<file path="config.mk">
export PLATFORM = sky130hd
export DESIGN_NAME = wdog_keyed
export DESIGN_NICKNAME = d
export VERILOG_FILES = /design/src/rtl/wdog_pkg.sv /design/src/rtl/wdog_ctrl.sv /design/src/rtl/wdog_dp.sv /design/src/rtl/wdog_keyed.sv
export SDC_FILE = /design/constraint.sdc
export NUM_CORES = 1
export LEC_CHECK = 0
export BUFFER_PORTS_ARGS = -buffer_cell sky130_fd_sc_hd__buf_2
export CAP_MARGIN = 10
export CELL_PAD_IN_SITES_DETAIL_PLACEMENT = 0
export CELL_PAD_IN_SITES_GLOBAL_PLACEMENT = 1
export CORE_ASPECT_RATIO = 0.75
export CORE_MARGIN = 2
export CORE_UTILIZATION = 35
export DETAILED_ROUTE_END_ITERATION = 8
export PLACE_DENSITY = 0.87
export SETUP_SLACK_MARGIN = 0.3
export SYNTH_ARGS = -nofsm -noshare
export SYNTH_HDL_FRONTEND = slang
export SYNTH_SLANG_ARGS = --single-unit
</file>
<file path="constraint.sdc">
create_clock -name clk -period 2.6 [get_ports clk]
set_input_delay 0.13 -clock clk [delete_from_list [all_inputs] [get_ports clk]]
set_output_delay 0.13 -clock clk [all_outputs]
set_load 0.005 [all_outputs]
</file>
<file path="src/rtl/wdog_pkg.sv">
package wdog_pkg;
  localparam int DATA_W = 32;
  localparam int LEN_LSB = 5;

  localparam logic [7:0] OFF_MODE     = 8'h00;
  localparam logic [7:0] OFF_LEN      = 8'h04;
  localparam logic [7:0] OFF_RESTART  = 8'h08;
  localparam logic [7:0] OFF_STATUS   = 8'h0C;
  localparam logic [7:0] OFF_INTERVAL = 8'h10;
  localparam logic [7:0] OFF_SWRST    = 8'h14;

  localparam logic [7:0]  MODE_KEY     = 8'h22;
  localparam logic [4:0]  LEN_KEY      = 5'h08;
  localparam logic [31:0] RESTART_CODE = 32'h0000_1971;
  localparam logic [31:0] SWRST_CODE   = 32'h0000_1209;

  typedef struct packed {
    logic dual;
    logic irqEn;
    logic extEn;
    logic pol;
    logic en;
  } wdMode_t;

  typedef struct packed {
    logic reload;
    logic swReset;
    logic clrStatus;
  } wdStrobe_t;
endpackage

</file>
<file path="src/rtl/wdog_ctrl.sv">
module wdog_ctrl
  import wdog_pkg::*;
#(
  parameter int ADDR_W = 8,
  parameter int LEN_W  = 10
) (
  input  logic              clk,
  input  logic              rstN,
  input  logic              wrEn,
  input  logic [ADDR_W-1:0] addr,
  input  logic [DATA_W-1:0] wrData,
  input  logic [LEN_W-1:0]  curCnt,
  input  logic              stTimeout,
  input  logic              stSw,
  input  logic              irqPend,
  output wdMode_t           mode,
  output wdStrobe_t         strb,
  output logic [LEN_W-1:0]  loadLen,
  output logic [DATA_W-1:0] rdData
);
  logic hitMode, hitLen, hitRestart, hitSwrst;
  logic modeWr, lenWr, restartWr, swWr;
  wdMode_t modeR;
  logic [LEN_W-1:0] lenR;
  logic [LEN_W-1:0] newLen;

  assign hitMode    = wrEn && (addr == ADDR_W'(OFF_MODE));
  assign hitLen     = wrEn && (addr == ADDR_W'(OFF_LEN));
  assign hitRestart = wrEn && (addr == ADDR_W'(OFF_RESTART));
  assign hitSwrst   = wrEn && (addr == ADDR_W'(OFF_SWRST));

  assign modeWr    = hitMode && (wrData[31:24] == MODE_KEY);
  assign lenWr     = hitLen && (wrData[LEN_LSB-1:0] == LEN_KEY);
  assign restartWr = hitRestart && (wrData == RESTART_CODE);
  assign swWr      = hitSwrst && (wrData == SWRST_CODE);

  assign newLen = wrData[LEN_LSB +: LEN_W];

  always_ff @(posedge clk or negedge rstN) begin
    if (!rstN) begin
      modeR <= '0;
      lenR  <= '1;
    end else begin
      if (modeWr) begin
        modeR.en    <= wrData[0];
        modeR.pol   <= wrData[1];
        modeR.extEn <= wrData[2];
        modeR.irqEn <= wrData[3];
        modeR.dual  <= wrData[6];
      end
      if (lenWr) lenR <= newLen;
    end
  end

  assign mode           = modeR;
  assign loadLen        = lenWr ? newLen : lenR;
  assign strb.reload    = modeWr || lenWr || restartWr;
  assign strb.swReset   = swWr;
  assign strb.clrStatus = modeWr;

  always_comb begin
    rdData = '0;
    case (addr)
      ADDR_W'(OFF_MODE): begin
        rdData[0] = modeR.en;
        rdData[1] = modeR.pol;
        rdData[2] = modeR.extEn;
        rdData[3] = modeR.irqEn;
        rdData[6] = modeR.dual;
      end
      ADDR_W'(OFF_LEN):      rdData[LEN_LSB +: LEN_W] = lenR;
      ADDR_W'(OFF_STATUS):   rdData[2:0] = {irqPend, stSw, stTimeout};
      ADDR_W'(OFF_INTERVAL): rdData[LEN_W-1:0] = curCnt;
      default:               rdData = '0;
    endcase
  end

  a_r2_mode_key: assert property (@(posedge clk) disable iff (!rstN)
    (hitMode && wrData[31:24] != MODE_KEY) |=> $stable(modeR));

  a_r3_len_key: assert property (@(posedge clk) disable iff (!rstN)
    (hitLen && wrData[LEN_LSB-1:0] != LEN_KEY) |=> $stable(lenR));
endmodule

</file>
<file path="src/rtl/wdog_dp.sv">
module wdog_dp
  import wdog_pkg::*;
#(
  parameter int LEN_W      = 10,
  parameter int UNIT_TICKS = 512,
  parameter int PULSE_CYC  = 16
) (
  input  logic             clk,
  input  logic             rstN,
  input  logic             tickEn,
  input  wdMode_t          mode,
  input  wdStrobe_t        strb,
  input  logic [LEN_W-1:0] loadLen,
  output logic [LEN_W-1:0] curCnt,
  output logic             stTimeout,
  output logic             stSw,
  output logic             irqPend,
  output logic             rstOut,
  output logic             irqOut
);
  localparam int PRE_W = (UNIT_TICKS > 1) ? $clog2(UNIT_TICKS) : 1;
  localparam int PUL_W = $clog2(PULSE_CYC + 1);

  logic [PRE_W-1:0] presc;
  logic [LEN_W-1:0] cnt;
  logic [PUL_W-1:0] pulseCnt;
  logic [LEN_W-1:0] loadVal;
  logic unitHit, expire, toReset, toIrq, fire, rstActive;

  assign loadVal = (loadLen == '0) ? LEN_W'(1) : loadLen;
  assign unitHit = mode.en && tickEn && !strb.reload &&
                   (presc == PRE_W'(UNIT_TICKS - 1));
  assign expire  = unitHit && (cnt <= LEN_W'(1));
  assign toReset = expire && (!mode.irqEn || (mode.dual && irqPend));
  assign toIrq   = expire && mode.irqEn && !toReset;
  assign fire    = strb.swReset || (toReset && mode.extEn);

  always_ff @(posedge clk or negedge rstN) begin
    if (!rstN) begin
      presc     <= '0;
      cnt       <= '1;
      pulseCnt  <= '0;
      irqPend   <= 1'b0;
      stTimeout <= 1'b0;
      stSw      <= 1'b0;
    end else begin
      if (strb.reload)             presc <= '0;
      else if (unitHit)            presc <= '0;
      else if (mode.en && tickEn)  presc <= presc + PRE_W'(1);

      if (strb.reload || expire)   cnt <= loadVal;
      else if (unitHit)            cnt <= cnt - LEN_W'(1);

      if (strb.reload)             irqPend <= 1'b0;
      else if (toIrq)              irqPend <= 1'b1;

      if (toReset)                 stTimeout <= 1'b1;
      else if (strb.clrStatus)     stTimeout <= 1'b0;

      if (strb.swReset)            stSw <= 1'b1;
      else if (strb.clrStatus)     stSw <= 1'b0;

      if (fire)                    pulseCnt <= PUL_W'(PULSE_CYC);
      else if (pulseCnt != '0)     pulseCnt <= pulseCnt - PUL_W'(1);
    end
  end

  assign rstActive = (pulseCnt != '0);
  assign rstOut    = mode.pol ? rstActive : !rstActive;
  assign irqOut    = irqPend;
  assign curCnt    = cnt;

  a_r4_cnt_nonzero: assert property (@(posedge clk) disable iff (!rstN)
    cnt != '0);

  a_r7_hold_when_off: assert property (@(posedge clk) disable iff (!rstN)
    (!mode.en && !strb.reload) |=> $stable(cnt));

  a_r6_swrst_immediate: assert property (@(posedge clk) disable iff (!rstN)
    strb.swReset |=> rstActive);

  a_r8_pulse_bound: assert property (@(posedge clk) disable iff (!rstN)
    pulseCnt <= PUL_W'(PULSE_CYC));

  a_r10_irq_first: assert property (@(posedge clk) disable iff (!rstN)
    (expire && mode.irqEn && !irqPend) |=> irqPend);
endmodule

</file>
<file path="src/rtl/wdog_keyed.sv">
module wdog_keyed
  import wdog_pkg::*;
#(
  parameter int ADDR_W     = 8,
  parameter int LEN_W      = 10,
  parameter int UNIT_TICKS = 512,
  parameter int PULSE_CYC  = 16
) (
  input  logic              clk,
  input  logic              rstN,
  input  logic              tickEn,
  input  logic              wrEn,
  input  logic [ADDR_W-1:0] addr,
  input  logic [31:0]       wrData,
  output logic [31:0]       rdData,
  output logic              rstOut,
  output logic              irqOut
);
  wdMode_t          mode;
  wdStrobe_t        strb;
  logic [LEN_W-1:0] loadLen;
  logic [LEN_W-1:0] curCnt;
  logic             stTimeout, stSw, irqPend;

  wdog_ctrl #(.ADDR_W(ADDR_W), .LEN_W(LEN_W)) u_ctrl (
    .clk(clk), .rstN(rstN), .wrEn(wrEn), .addr(addr), .wrData(wrData),
    .curCnt(curCnt), .stTimeout(stTimeout), .stSw(stSw), .irqPend(irqPend),
    .mode(mode), .strb(strb), .loadLen(loadLen), .rdData(rdData)
  );

  wdog_dp #(.LEN_W(LEN_W), .UNIT_TICKS(UNIT_TICKS), .PULSE_CYC(PULSE_CYC)) u_dp (
    .clk(clk), .rstN(rstN), .tickEn(tickEn), .mode(mode), .strb(strb),
    .loadLen(loadLen), .curCnt(curCnt), .stTimeout(stTimeout), .stSw(stSw),
    .irqPend(irqPend), .rstOut(rstOut), .irqOut(irqOut)
  );
endmodule

</file>
# Word level (Yosys, flattened, before mapping)
# Cells that the tools add are included.
# Widths: inputs -> output; s select.
# word_totals
ff_bits	42
in_bits	44
output_inout_bits	34
wordCells	83
# classes
n_addsub	3
order_cmp	1
eq_ne	10
mux	22
reduce_logical	35
# op_table
op	count
$eq 32x13->1 const B	2
$mux 10	4
$mux 9	3
$logic_and 1x1->1	17
$eq 8x4->1 const B	2
$eq 8x5->1 const B	2
$mux 5	3
$le 10x1->1 const B	1
$logic_not 10->1	1
$reduce_bool 2->1	5
$sub 10x1->10 const B	1
$add 9x1->9 const B	1
$eq 9x9->1 const B	1
$pmux 3 s3	1
$eq 8x3->1 const B	1
$eq 8x6->1 const B	1
$logic_not 8->1	1
$mux 1	7
$pmux 3 s2	1
$eq 5x4->1 const B	1
$logic_or 1x1->1	5
$reduce_bool 5->1	1
$sub 5x1->5 const B	1
$logic_not 1->1	4
3 further kinds	4

# Longest topological paths before layout
# logic_depth
ltp_word	14
ltp_mapped	11
ltp_nobuf	10

# Cells and area by module
# A second synthesis with hierarchy kept.
# hier_totals
cells_unflattened	293
hier_area_um2	2777.7
# modules_own_cells
mod	instances	cells_per_inst	area_each_um2	seq_area_each_um2
wdog_dp	1	180	1641.6	688.2
wdog_ctrl	1	113	1136.1	387.9

# Least setup slack after synthesis
# No wires, ideal clock.
# synth_path
kind	register to register
start	reg u_dp.presc[0]
end	reg u_dp.pulseCnt[4]
setup_time_ns	0.131
t_arrival_ns	2.329
setup_slack_ns	0.139
stages_incl_launch_ff	11
period_less_slack_ns	2.461
path_cell_list	dfrtp_1 > ha_1 > and3_1 > and3_1 > and3_1 > ha_1 > and3_1 > nand4_1 > a21oi_1 > a41o_1 > or3b_1
# synth_between
elab_chain_cells	7
elab_cells_between_ends	8
# synth_lines
element	line_no	source
start: declaration	wdog_dp.sv:24	logic [PRE_W-1:0] presc;
start signal: assignment	wdog_dp.sv:49	else if (mode.en && tickEn) presc <= presc + PRE_W'(1);
$eq 9x9->1 *	wdog_dp.sv:32	(presc == PRE_W'(UNIT_TICKS - 1));
$logic_and 1x1->1 *	wdog_dp.sv:31	assign unitHit = mode.en && tickEn && !strb.reload &&
$logic_and 1x1->1 *	wdog_dp.sv:33	assign expire = unitHit && (cnt <= LEN_W'(1));
$logic_and 1x1->1 *	wdog_dp.sv:34	assign toReset = expire && (!mode.irqEn || (mode.dual && irqPend));
$logic_and 1x1->1 *	wdog_dp.sv:36	assign fire = strb.swReset || (toReset && mode.extEn);
$logic_or 1x1->1 *	wdog_dp.sv:36	
$mux 5 or $reduce_bool 2->1 (tied branches)	n/a	
end signal: assignment	wdog_dp.sv:63	if (fire) pulseCnt <= PUL_W'(PULSE_CYC);
end signal: assignment	wdog_dp.sv:64	else if (pulseCnt != '0) pulseCnt <= pulseCnt - PUL_W'(1);
end: declaration	wdog_dp.sv:26	logic [PUL_W-1:0] pulseCnt;
# Every way passes the cells marked *; elsewhere a longest branch is shown, timed or not.
# A chain may end at the register's enable or synchronous reset.

# Worst setup path after layout
# layout_path
start	reg u_dp.presc[0]
end	reg u_dp.cnt[6], in the netlist u_dp.curCnt[6]
# layout_between
elab_chain_cells	5
elab_cells_between_ends	6
# layout_lines
element	line_no	source
$eq 9x9->1 *	wdog_dp.sv:32	
$logic_and 1x1->1 *	wdog_dp.sv:31	
$logic_and 1x1->1	wdog_dp.sv:33	
$logic_or 1x1->1	wdog_dp.sv:51	if (strb.reload || expire) cnt <= loadVal;
$mux 10 or $reduce_bool 2->1 (tied branches)	n/a	
end signal: assignment	wdog_dp.sv:51	
end signal: assignment	wdog_dp.sv:52	else if (unitHit) cnt <= cnt - LEN_W'(1);
end: declaration	wdog_dp.sv:25	logic [LEN_W-1:0] cnt;
# Marks and branches as above.

==> impl_summary.txt <==
----------------------------------------------------
[Status]
  Run status ... completed

[Yosys]
  Yosys warning count ... 0
  Post-Synthesis Cells ... 311
  Cell variety after synth ... 48
  Synth top area cells ... sky130_fd_sc_hd__dfrtp_1 20%, sky130_fd_sc_hd__dfstp_2 19%, sky130_fd_sc_hd__a22oi_1 4.6%, sky130_fd_sc_hd__buf_4 4.6%, sky130_fd_sc_hd__nor2_1 4.1%
  Syn_area_per_cell ... 8.92 µm²
  Register bit total from synthesis ... 42
  Async SR Flop Fraction ... 1.00
  Most area-hungry cell type in the Yosys netlist ... sky130_fd_sc_hd__dfrtp_1
  Prevailing post-synth register cell ... sky130_fd_sc_hd__dfrtp_1
  Summed instance area of the synthesized netlist ... 2780 µm²
  Proportion of synthesized chip area in sequential cells ... 0.388
  Area share of the largest cell type after synthesis ... 0.198
  Number of enable flip-flop cells after synthesis ... 0

[GRT]
  All-layer global routing usage ... 0.193
  First-pass GRT wire length ... 13100 µm
  Largest net degree at the start of global routing ... 43
  Global-route congestion overflow total ... 0
  Via count of the first global-routing pass ... 2498
  Number of antenna violations at the first check in global routing ... 0

[STA]
  Worst-Margin Slew ... 940 ps
  Final Hold Slack ... 102 ps
  Fmax ... 0.424 GHz
  Skew final ... 8.50 ps
  Number of failing hold endpoints at the final stage ... 0
  Max-slew headroom ... 0.373
  Final min period ... 2360 ps
  Final period utilization ... 0.907
  RSZ-0062 raised after global routing ... true
  Total setup violations reported at the end of the flow ... 0
  TNS Setup ... 0 ps
  Max-slew violations ... 0

[Setup path]
  Cell type of the slowest stage on the worst timing path ... sky130_fd_sc_hd__dfrtp_1
  Max FO, Critical Path ... 10
  Required time of the critical path ... 2800 ps
  Family with the most delay on the worst path ... simple AND/OR/NAND/NOR gates
  Category of the most critical setup path ... register to register
  Crit path largest cell delay ... 380 ps
  Worst path cell trace ... ha_2, and3_4, and3_4, and3_4, ha_4, nand3_2, nor2_2, o2111ai_2, o211ai_4, a22oi_1
  Crit path arrival time ... 2560 ps
  Most common cell type on the critical path ... sky130_fd_sc_hd__and3_4
  Buffers & Inverters on Critical Path ... 0
  Crit path launch type ... register
  Crit path capture type ... register

[Layout]
  Commonest non-fill, non-tap cells in the layout ... 61 x sky130_fd_sc_hd__buf_2, 26 x sky130_fd_sc_hd__nor2_1, 22 x sky130_fd_sc_hd__dfrtp_1
  Post-route cell area ... 3430 µm²
  Signed area change from the synthesized netlist to the final layout ... 23.8%
  Final core area utilization ... 0.442
  Share of final-layout standard cells stronger than drive strength 1 ... 0.345
  Most common cell after layout, fill and taps aside ... sky130_fd_sc_hd__buf_2
  Net total in the final layout ... 434
  Antenna cells ... 0

[Floorplan]
  Initial Utilization ... 0.357
  Die outline height ... 81.1 µm
  Area of the die ... 8660 µm²
  Core area ... 7780 µm²
  Cell Rows ... 28
  Io pins ... 78
  Horiz. Die Dim ... 107 µm

[Clocking]
  Clk slew on worst S/H paths ... 80 ps
  Inserted Clock Buffers ... 5
  Clock latency of the later-clocked register in the worst-skew pair ... 300 ps
  Clock tree from TritonCTS ... built
  Maximum clock path buffer count ... 2
  CTS Sinks ... 42
  Clock tree root buffer cell ... sky130_fd_sc_hd__clkbuf_8
  H-tree depth ... 2

[Route]
  Routed met1 length ... 3810 µm
  Top layer reached by signal wires ... met4
  Number of vias per cell ... 5.42
  Initial DRC Count ... 313
  Remaining design rule violation count ... 0
  Router iterations before antenna repair ... 5
  WL/cell ... 16.4 µm
  Antenna violation net count after detailed routing ... 0
  Total met2 wirelength after detailed routing ... 3420 µm
  Total number of vias ... 2655
  Detailed-route wire length ... 8030 µm
  Length of routed met3 wiring ... 747 µm

[Power and ir drop]
  Ratio of total power to cell area ... 348 nW/µm²
  Leakage power figure ... 1.72 nW
  Worst ir drop on vdd ... 241 µV

[Placed design]
  DP Area ... 3170 µm²
  HPWL after detailed placement ... 5850 µm
  Port Buf Inserts ... 60
  RD Place Congestion ... 0.948

[Run]
  Max-cap violations ... 0

[Min path]
  Class of the tightest hold or removal check ... input pin to register

----------------------------------------------------
-- worst reg2reg max path: stages (launching register included) --
cell	delay, ps
sky130_fd_sc_hd__dfrtp_1	380
sky130_fd_sc_hd__ha_2	190
sky130_fd_sc_hd__and3_4	190
sky130_fd_sc_hd__and3_4	190
sky130_fd_sc_hd__and3_4	190
sky130_fd_sc_hd__ha_4	140
sky130_fd_sc_hd__nand3_2	230
sky130_fd_sc_hd__nor2_2	210
sky130_fd_sc_hd__o2111ai_2	210
sky130_fd_sc_hd__o211ai_4	190
sky130_fd_sc_hd__a22oi_1	150
-- area by class of cell --
cell class / count / area (µm²)
fill: 802 / 4340
multi-input combinational: 242 / 1640
sequential: 42 / 1080
timing repair buffer: 75 / 420
tap: 105 / 131
clock buffer: 6 / 82.6
inverter: 18 / 67.6
clock inverter: 2 / 12.5
-- registers in the layout (all words and copies together), names as in the netlist --
signal,count
u_ctrl.lenR,10
u_dp.curCnt,10
u_dp.presc,9
u_ctrl.mode,5
u_dp.pulseCnt,5
u_dp.irqOut,1
u_dp.stSw,1
u_dp.stTimeout,1
-- stage by stage --
stage	worst slack, ps	power (W)	instances
floorplan	311	0.000715	327
global placement	252	0.000760	472
detailed placement	214	0.000762	472
CTS	277	0.00121	488
global route	132	0.00125	490
finish	242	0.00120	490
-- cells in the mapped netlist, types with 2 or more instances --
library cell and n:
sky130_fd_sc_hd__nor2_1 30, sky130_fd_sc_hd__dfrtp_1 22, sky130_fd_sc_hd__dfstp_2 20, sky130_fd_sc_hd__nand2_1 20, sky130_fd_sc_hd__inv_1 18, sky130_fd_sc_hd__a21oi_1 17
sky130_fd_sc_hd__a22oi_1 17, sky130_fd_sc_hd__buf_4 17, sky130_fd_sc_hd__o21ai_0 14, sky130_fd_sc_hd__nand3_1 11, sky130_fd_sc_hd__nand4_1 10, sky130_fd_sc_hd__mux2i_1 9
sky130_fd_sc_hd__nor3_1 9, sky130_fd_sc_hd__and2_1 8, sky130_fd_sc_hd__and3_1 8, sky130_fd_sc_hd__clkbuf_1 8, sky130_fd_sc_hd__mux2_2 7, sky130_fd_sc_hd__nor4_1 7
sky130_fd_sc_hd__ha_1 6, sky130_fd_sc_hd__a22o_1 5, sky130_fd_sc_hd__nor3b_1 5, sky130_fd_sc_hd__nor4b_1 4, sky130_fd_sc_hd__a31oi_1 3, sky130_fd_sc_hd__and4b_1 3
sky130_fd_sc_hd__and3b_1 2, sky130_fd_sc_hd__and4_1 2, sky130_fd_sc_hd__nand2b_1 2, sky130_fd_sc_hd__nor2b_1 2, sky130_fd_sc_hd__nor4_4 2, sky130_fd_sc_hd__o21a_1 2
sky130_fd_sc_hd__o22ai_1 2, sky130_fd_sc_hd__or3_1 2, sky130_fd_sc_hd__xnor2_1 2
-- report_power, final --
part | leakage [nW] | total, W | switching (W) | internal (W)
clock network | 0.0472 | 0.000444 | 0.000230 | 0.000214
registers | 0.514 | 0.000658 | 0.00000195 | 0.000656
logic | 1.16 | 0.0000937 | 0.0000576 | 0.0000362
-- cells by family (layout without fill, tap and decap cells) --
family | Yosys count | in the layout | share of synthesized area
flops | 42 | 42 | 0.388
fa+ha+maj | 6 | 6 | 0.0271
other cells | 1 | 17 | 0.00135
xor+xnor | 3 | 3 | 0.00947
mux | 16 | 16 | 0.0609
simple gates | 132 | 132 | 0.273
compound gates | 67 | 68 | 0.158
buf+inv | 44 | 101 | 0.0830
-- metal layers --
metal	vias up	track usage
met2	138	0.299
met3	6	0.0337
met4	0	0.0403
li1	1250	-
met5	-	0
met1	1261	0.284
-- repair_timing --
action / in CTS / in global routing
hold buffers: 1 / 0
setup endpoints to repair: 11 / 22
gates resized for setup: 10 / 11
cloned: 2 / 0
endpoints found under the hold margin: 14 / 0
pin swaps: 4 / 5
setup buffers: 5 / 2
-- final timing paths --
check	start	end	slack [ps]	cells past startpoint
max	u_dp.presc[0]$_DFFE_PN0P_	u_dp.curCnt[6]$_DFFE_PN1P_	240	10
min	wrData[14]	u_ctrl.lenR[9]$_DFF_PN1_	100	3
max reg2reg	u_dp.presc[0]$_DFFE_PN0P_	u_dp.curCnt[6]$_DFFE_PN1P_	240	10
min reg2reg	u_dp.stSw$_DFFE_PN0P_	u_dp.stSw$_DFFE_PN0P_	520	2
max in group asynchronous	rstN	u_ctrl.mode[4]$_DFFE_PN0P_	1510	2
min in group asynchronous	rstN	u_dp.presc[6]$_DFFE_PN0P_	520	2
Note: power is estimated with default switching activity, not from simulation.
